===== config.mk =====
export PLATFORM = sky130hd
export DESIGN_NAME = alu_exec
export DESIGN_NICKNAME = d
export VERILOG_FILES = /design/src/rtl/alu_pkg.sv /design/src/rtl/alu_opb_sel.sv /design/src/rtl/alu_shifter.sv /design/src/rtl/alu_mul_lo.sv /design/src/rtl/alu_exec.sv
export SDC_FILE = /design/constraint.sdc
export NUM_CORES = 2
export LEC_CHECK = 0
export BUFFER_PORTS_ARGS = -buffer_cell sky130_fd_sc_hd__buf_2
export CORE_MARGIN = 8
export CORE_UTILIZATION = 25
export DETAILED_ROUTE_END_ITERATION = 8
export PLACE_DENSITY = 0.48
export SLEW_MARGIN = 20
export SYNTH_ARGS = -nofsm -noshare
export SYNTH_HDL_FRONTEND = slang
export SYNTH_SLANG_ARGS = --single-unit

===== constraint.sdc =====
create_clock -name vclk -period 8.75
set_clock_uncertainty 0.1 [all_clocks]
set_input_delay 0.4375 -clock vclk [all_inputs]
set_output_delay 0.4375 -clock vclk [all_outputs]
set_load 0.05 [all_outputs]

===== src/rtl/alu_pkg.sv =====
package alu_pkg;

   typedef enum logic [3:0] {
      OP_ADD  = 4'h0,
      OP_SUB  = 4'h1,
      OP_AND  = 4'h2,
      OP_OR   = 4'h3,
      OP_XOR  = 4'h4,
      OP_SLL  = 4'h5,
      OP_SRL  = 4'h6,
      OP_SRA  = 4'h7,
      OP_SLT  = 4'h8,
      OP_SLTU = 4'h9,
      OP_MUL  = 4'hA,
      OP_DIV  = 4'hB,
      OP_RSVC = 4'hC,
      OP_RSVD = 4'hD,
      OP_RSVE = 4'hE,
      OP_JREG = 4'hF
   } alu_op_e;

   typedef enum logic [1:0] {
      FORM_IMM = 2'b00,
      FORM_REG = 2'b01,
      FORM_X2  = 2'b10,
      FORM_X3  = 2'b11
   } alu_form_e;

   localparam int SHIFT_OPERATOR = 0;
   localparam int SHIFT_LOG_STAGES = 1;

endpackage


===== src/rtl/alu_opb_sel.sv =====
module alu_opb_sel #(
   parameter int XLEN  = 32,
   parameter int IMM_W = 16
) (
   input  logic [1:0]       form_sel,
   input  logic [XLEN-1:0]  reg_b,
   input  logic [IMM_W-1:0] imm_field,
   output logic [XLEN-1:0]  opnd_b,
   output logic             form_ok
);
   import alu_pkg::*;

   localparam int PAD_W = XLEN - IMM_W;

   logic [XLEN-1:0] imm_left;
   logic [XLEN-1:0] imm_ext;

   generate
      if (PAD_W > 0) begin : g_pad
         assign imm_left = {imm_field, {PAD_W{1'b0}}};
         assign imm_ext  = $unsigned($signed(imm_left) >>> PAD_W);
      end else begin : g_nopad
         assign imm_left = imm_field;
         assign imm_ext  = imm_left;
      end
   endgenerate

   always_comb begin
      form_ok = 1'b1;
      opnd_b  = '0;
      case (form_sel)
         FORM_IMM: opnd_b = imm_ext;
         FORM_REG: opnd_b = reg_b;
         default:  form_ok = 1'b0;
      endcase
   end

   always_comb begin
      if (form_sel == FORM_IMM)
         AST_IMM_SIGN_FILL: assert (opnd_b[XLEN-1:IMM_W-1] == {(PAD_W+1){imm_field[IMM_W-1]}}
                                    && opnd_b[IMM_W-1:0] == imm_field);
      if (form_sel == FORM_REG)
         AST_REG_PASS: assert (opnd_b == reg_b);
   end

endmodule


===== src/rtl/alu_shifter.sv =====
module alu_shifter #(
   parameter int XLEN  = 32,
   parameter int STYLE = 1
) (
   input  logic [XLEN-1:0]         data,
   input  logic [$clog2(XLEN)-1:0] amt,
   output logic [XLEN-1:0]         shl,
   output logic [XLEN-1:0]         shr,
   output logic [XLEN-1:0]         sra
);
   import alu_pkg::*;

   localparam int SH_W = $clog2(XLEN);

   generate
      if (STYLE == SHIFT_LOG_STAGES) begin : g_stages
         logic [XLEN-1:0] l_st [SH_W+1];
         logic [XLEN-1:0] r_st [SH_W+1];
         logic [XLEN-1:0] a_st [SH_W+1];
         assign l_st[0] = data;
         assign r_st[0] = data;
         assign a_st[0] = data;
         for (genvar k = 0; k < SH_W; k++) begin : g_stage
            localparam int DIST = 1 << k;
            assign l_st[k+1] = amt[k] ? {l_st[k][XLEN-1-DIST:0], {DIST{1'b0}}} : l_st[k];
            assign r_st[k+1] = amt[k] ? {{DIST{1'b0}}, r_st[k][XLEN-1:DIST]} : r_st[k];
            assign a_st[k+1] = amt[k] ? {{DIST{a_st[k][XLEN-1]}}, a_st[k][XLEN-1:DIST]} : a_st[k];
         end
         assign shl = l_st[SH_W];
         assign shr = r_st[SH_W];
         assign sra = a_st[SH_W];
      end else begin : g_operator
         assign shl = data << amt;
         assign shr = data >> amt;
         assign sra = $unsigned($signed(data) >>> amt);
      end
   endgenerate

   always_comb begin
      if (amt == '0)
         AST_SHIFT_IDENTITY: assert (shl == data && shr == data && sra == data);
      AST_SRA_SIGN: assert (sra[XLEN-1] == data[XLEN-1]);
      AST_SHIFT_FILL: assert (shl[0] == (amt == '0 ? data[0] : 1'b0)
                              && shr[XLEN-1] == (amt == '0 ? data[XLEN-1] : 1'b0));
   end

endmodule


===== src/rtl/alu_mul_lo.sv =====
module alu_mul_lo #(
   parameter int XLEN   = 32,
   parameter bit MUL_EN = 1'b1
) (
   input  logic [XLEN-1:0] a,
   input  logic [XLEN-1:0] b,
   output logic [XLEN-1:0] prod_lo
);
   generate
      if (MUL_EN) begin : g_mul
         assign prod_lo = a * b;
      end else begin : g_nomul
         assign prod_lo = '0;
      end
   endgenerate

   always_comb begin
      if (MUL_EN && b == '0)
         AST_MUL_ZERO: assert (prod_lo == '0);
      if (MUL_EN && b == {{(XLEN-1){1'b0}}, 1'b1})
         AST_MUL_ONE: assert (prod_lo == a);
   end

endmodule


===== src/rtl/alu_exec.sv =====
module alu_exec #(
   parameter int XLEN        = 32,
   parameter int IMM_W       = 16,
   parameter int SHIFT_STYLE = 1,
   parameter bit MUL_EN      = 1'b1
) (
   input  logic [3:0]       op_code,
   input  logic [1:0]       form_sel,
   input  logic [XLEN-1:0]  opnd_a,
   input  logic [XLEN-1:0]  reg_b,
   input  logic [IMM_W-1:0] imm_field,
   output logic [XLEN-1:0]  result,
   output logic             illegal
);
   import alu_pkg::*;

   localparam int SH_W = $clog2(XLEN);

   generate
      if (XLEN < 8 || (1 << SH_W) != XLEN) begin : g_bad_xlen
         $error("alu_exec: XLEN must be a power of two of at least 8");
      end
      if (IMM_W < 2 || IMM_W > XLEN) begin : g_bad_imm
         $error("alu_exec: IMM_W must lie between 2 and XLEN");
      end
      if (SHIFT_STYLE != SHIFT_OPERATOR && SHIFT_STYLE != SHIFT_LOG_STAGES) begin : g_bad_style
         $error("alu_exec: unknown SHIFT_STYLE");
      end
   endgenerate

   logic [XLEN-1:0] opnd_b;
   logic            form_ok;
   logic [XLEN-1:0] sh_l, sh_r, sh_a;
   logic [XLEN-1:0] prod_lo;
   logic            lt_s, lt_u;
   logic            code_ok;
   logic [XLEN-1:0] raw;

   alu_opb_sel #(.XLEN(XLEN), .IMM_W(IMM_W)) i_opb_sel (
      .form_sel  (form_sel),
      .reg_b     (reg_b),
      .imm_field (imm_field),
      .opnd_b    (opnd_b),
      .form_ok   (form_ok)
   );

   alu_shifter #(.XLEN(XLEN), .STYLE(SHIFT_STYLE)) i_shifter (
      .data (opnd_a),
      .amt  (opnd_b[SH_W-1:0]),
      .shl  (sh_l),
      .shr  (sh_r),
      .sra  (sh_a)
   );

   alu_mul_lo #(.XLEN(XLEN), .MUL_EN(MUL_EN)) i_mul_lo (
      .a       (opnd_a),
      .b       (opnd_b),
      .prod_lo (prod_lo)
   );

   assign lt_s = $signed(opnd_a) < $signed(opnd_b);
   assign lt_u = opnd_a < opnd_b;

   always_comb begin
      code_ok = 1'b1;
      raw     = '0;
      case (alu_op_e'(op_code))
         OP_ADD:  raw = opnd_a + opnd_b;
         OP_SUB:  raw = opnd_a - opnd_b;
         OP_AND:  raw = opnd_a & opnd_b;
         OP_OR:   raw = opnd_a | opnd_b;
         OP_XOR:  raw = opnd_a ^ opnd_b;
         OP_SLL:  raw = sh_l;
         OP_SRL:  raw = sh_r;
         OP_SRA:  raw = sh_a;
         OP_SLT:  raw = {{(XLEN-1){1'b0}}, lt_s};
         OP_SLTU: raw = {{(XLEN-1){1'b0}}, lt_u};
         OP_MUL: begin
            raw     = prod_lo;
            code_ok = MUL_EN;
         end
         default: code_ok = 1'b0;
      endcase
   end

   assign illegal = !(code_ok && form_ok);
   assign result  = illegal ? '0 : raw;

   always_comb begin
      if (illegal)
         AST_ILLEGAL_ZERO: assert (result == '0);
      if (form_sel[1])
         AST_FORM_REJECT: assert (illegal);
      if (op_code >= 4'hB)
         AST_CODE_REJECT: assert (illegal);
      if (!form_sel[1] && op_code <= 4'h9)
         AST_LEGAL_CLEAR: assert (!illegal);
      if (!illegal && (op_code == OP_SLT || op_code == OP_SLTU))
         AST_SLT_BOOL: assert (result[XLEN-1:1] == '0);
      if (!illegal && op_code == OP_SUB)
         AST_SUB_INVERSE: assert (result + opnd_b == opnd_a);
      if (!illegal && op_code == OP_XOR)
         AST_XOR_INVERSE: assert ((result ^ opnd_b) == opnd_a);
   end

endmodule


# Word-level counts from Yosys, hierarchy flattened
# Index checks and enable logic that the tools add are counted.
# classes
add_sub_neg	2
magnitude_cmp	2
n_reduce_logical	6
bitwise_logic	3
multipliers	1
n_eq_ne	11
muxes	20
# ops
cell	n
32-bit two-way mux	11
32-bit case mux with 11 select lines	1
31-bit two-way mux	5
32-bit less-than comparator	2
32-bit case mux with 2 select lines	1
32-bit adder	1
32-bit bitwise AND	1
32-bit by 32-bit multiplier with 32-bit output	1
32-bit OR	1
32-bit subtractor	1
32-bit XOR	1
4-bit by 3-bit == test with 1-bit output (second input constant)	4
4-bit == test (second input constant)	3
11-bit OR reduction	1
4-bit by 2-bit == test with 1-bit output (second input constant)	2
4-bit by 1-bit == test with 1-bit output (second input constant)	1
4-bit zero test	1
2-bit by 1-bit == test with 1-bit output (second input constant)	1
2-bit zero test	1
1-bit two-way mux	2
2-bit OR reduction	1
1-bit logical AND	1
1-bit zero test	1
# word_totals
register_bits	0
inputBits	86
out_inout_bits	33

# Logic depth before layout (Yosys ltp)
# depth
ltp_word	9
mapped_depth	34

# Hierarchy
# From an unflattened synthesis, not the netlist that was laid out.
# unflattened
hier_cells	3241
area_unflattened_um2	26822.0
# by_module_without_submodules
module	cells_each	n_inst	area_per_inst_um2	seq_area_each_um2
alu_mul_lo	1706	1	15755.1	0.0
alu_exec	904	1	6022.0	0.0
alu_shifter	555	1	4563.1	0.0
alu_opb_sel	76	1	481.7	0.0

# Worst setup path before layout
# Ideal clock, no wire load.
# synth_timing
path_kind	input -> output
start	in form_sel[0]
end	out result[28]
path_stages	33
path_slack_ps	-1277
t_arrival_ps	9489
path_cell_list	buf_6 buf_6 mux2i_1 nor2_2 clkinv_1 buf_2 buf_1 clkbuf_1 buf_1 nor2_1 fa_1 inv_1 fa_1 fa_1 fa_1 inv_1 fa_1 inv_1 fa_1 inv_1 fa_1 fa_1 ha_1 clkbuf_1 a21o_1 a21oi_1 o21bai_1 a21o_1 a31o_2 a221oi_1 xnor2_1 a21oi_1 o21ai_0
# synth_between
elab_chain_cells	9
elab_cells_between_ends	29
classes_between	add/sub: 2; mul: 1; eq/ne: 1; mux: 19; bitwise: 3; reduce/logical: 3
# synth_lines
element	line_no	source
start: declaration	alu_exec.sv:8	input logic [1:0] form_sel,
branches (longest 8 deep; another with 32-bit by 32-bit multiplier with 32-bit output)	n/a	
32-bit two-way mux *	alu_exec.sv:87	assign result = illegal ? '0 : raw;
end: declaration	alu_exec.sv:12	output logic [XLEN-1:0] result,
# Mark *: on every way between the ends.

# Worst setup path in the final report
# layout_timing
start	in form_sel[0]
end	out result[30]
# Same word-level chain as after synthesis.

==> metrics.txt <==
status finished, final reports clean; slew margin rel. 26.3%; Hold Slack 1.63 ns; max cap viols 0; Tcrit/Tclk final between 90% and 100%; Synth Instances 3046; CP max-delay cell fa_1; initial core utilization 25.1%; final sequential cell count 0; Final Setup Violations 0; share of layout cells above drive strength 1 17.6%; worst path required time 8.21 ns; crit path DAT ~8 ns; Pins Over Slew Limit 0; DRC 0; CP startpoint kind primary input; Post-DP HPWL between 90000 and 100000 µm; Storage cell area 0 µm²; Post-DP Area between 20000 and 30000 µm²; TritonRoute pass-1 iters 5; routability cong. 0.981; PD cells around 380 nW/µm²; critical path depth 31; initial antenna violation count 1; Peak VDD IR approximately 0.00056 V; Post-DRT Antenna Nets 0; Max FO, Critical Path 7; P_leak 13.6 nW; Seq/Total Area, Yosys 0%; Post-Place Cells ~4.5k; DRT Wirelength 117000 µm; HP Class primary input to primary output; Worst Tran Pin Value 1.08 ns; Worst Path Class, Setup primary input to primary output; final hold vios 0; # nets final 3989; vias per cell 5.23; core area 96000 µm²; minimum clock period 8.55 ns; vias in the first global route 24.0k; maximum clock frequency 117 MHz; # clk buffers 0; first-pass GRT wire length ~170000 µm; crit end category primary output; CTS Hold Buffers Added 0; most used cell, CP buf_4; Iter 0 DRT Violations ~2.5k; Layout Cells excl Fill 4549; I/O Buffers 119; Synthesized Nets 3762; GRT overflow 0; syn avg cell area 7.90 µm²; worst path bufs/invs 11; area grow syn2layout 17.8%; Top delay family on crit path adder cells; via count 23.8k; Final Cell Area 28400 µm²; number of library cell types mapped by synthesis 84; WHS Endpoint result[0]; Tot Pwr 10.6 mW; post-route core utilization between 20% and 30%; Min-Delay Path Depth 4; die height roughly 330 µm; Die ar. 106000 µm²; Post-Syn Area 24100 µm²; Wirelength per Cell 25.6 µm; hold_sp op_code[3]; Largest stage delay, worst path about 0.56 ns; GRT Total Usage about a fifth; largest net degree at the start of global routing 58; total number of yosys warnings 0; FP Rows 114; # IOs approximately 120; die width 326 µm
==> cells in the mapped netlist, drive strengths merged (20+ instances only) <==
master	number	area share, %
nor2	493	7.8
inv	473	7.4
fa	410	34
nand2	317	5.0
ha	220	11
clkbuf	136	2.1
a21oi	133	2.8
o21ai	111	2.3
mux2i	74	3.1
xnor2	72	2.7
buf	63	1.4
nor3	57	1.2
mux4	53	5.0
a21o	34	1.1
a221oi	27	0.98
nand3	27	0.56
o22ai	26	0.68
a22oi	24	0.75
a211oi	23	0.72
a31oi	22	0.57
xor2	22	0.80
o21bai	20	0.62
==> stage by stage <==
stage	setup TNS [ns]	setup WS, ns
floorplan	0	0.0108
CTS	0	0.00532
finish	0	0.201
global placement	-0.609	-0.319
detailed placement	-1.11	-0.451
global route	-0.00580	-0.00375
==> logic make-up (layout without fill, tap and decap cells) <==
group | Yosys count | after routing | synth area share (%)
AO/OA/AOI/OAI | 537 | 537 | 14.7
XOR/XNOR | 99 | 99 | 3.92
adder cells (fa/ha/maj) | 630 | 630 | 45.5
buffers and inverters | 681 | 906 | 11.1
multiplexers | 130 | 130 | 8.19
other | 0 | 2 | 0
AND/OR/NAND/NOR | 969 | 969 | 16.6
==> cells in the final DEF (no fill, tap or decap), types with 10 or more instances in the layout <==
cell	netlist	final
o21bai_1	20	19
a31oi_1	22	18
nand2_1	312	312
a221oi_1	27	26
nand2b_1	12	12
nand4_1	10	10
a21oi_1	132	131
nor3_1	56	52
inv_1	460	453
nor2b_1	10	10
mux2i_1	73	68
buf_2	15	104
buf_4	4	289
nor2_1	489	476
o211ai_1	14	14
fa_1	410	405
o21ai_0	106	103
a22oi_1	24	23
a21o_1	34	32
mux4_2	53	53
o22ai_1	26	26
inv_2	13	14
nand3_1	27	27
a211oi_1	23	23
ha_1	220	218
buf_12	0	19
xnor2_1	71	71
xor2_1	22	22
==> where the power goes <==
part | internal [mW] | leakage, nW | switching (mW)
Clock | 0.00000000642 | 0.0000127 | 0
Sequential | 0 | 0 | 0
Combinational | 4.89 | 13.6 | 5.75
==> cell type report <==
class / instances / area [µm²]
fill: 10400 / 67600
multi-input combinational: 2365 / 21700
timing repair buffer: 424 / 3210
inverter: 482 / 1840
tap: 1276 / 1600
antenna: 2 / 5.00
==> metal layers <==
layer	part of all wire, %	global-route usage [%]	vias to the layer above
met5	0	0	-
met4	3.6	5.65	0
met3	8.1	3.56	202
met2	44	32.8	1108
met1	45	30.2	12100
li1	-	-	10400
==> worst max-delay path by stage <==
stage | slack (ns) | start | to
after global routing | -0.004 | form_sel[0] | result[27]
after CTS | 0.005 | form_sel[0] | result[30]
after global placement | -0.32 | form_sel[0] | result[31]
final | 0.20 | form_sel[0] | result[30]
after detailed placement | -0.45 | form_sel[0] | result[31]
after floorplan | 0.01 | form_sel[0] | result[31]
==> timing repair <==
item | 4_1_cts | 5_1_grt
gates cloned | 0 | 1
setup endpoints to repair | 5 | 10
pin swaps | 0 | 12
setup buffers | 0 | 15
resized for setup | 7 | 72
Power figures use the tool's default switching activity.
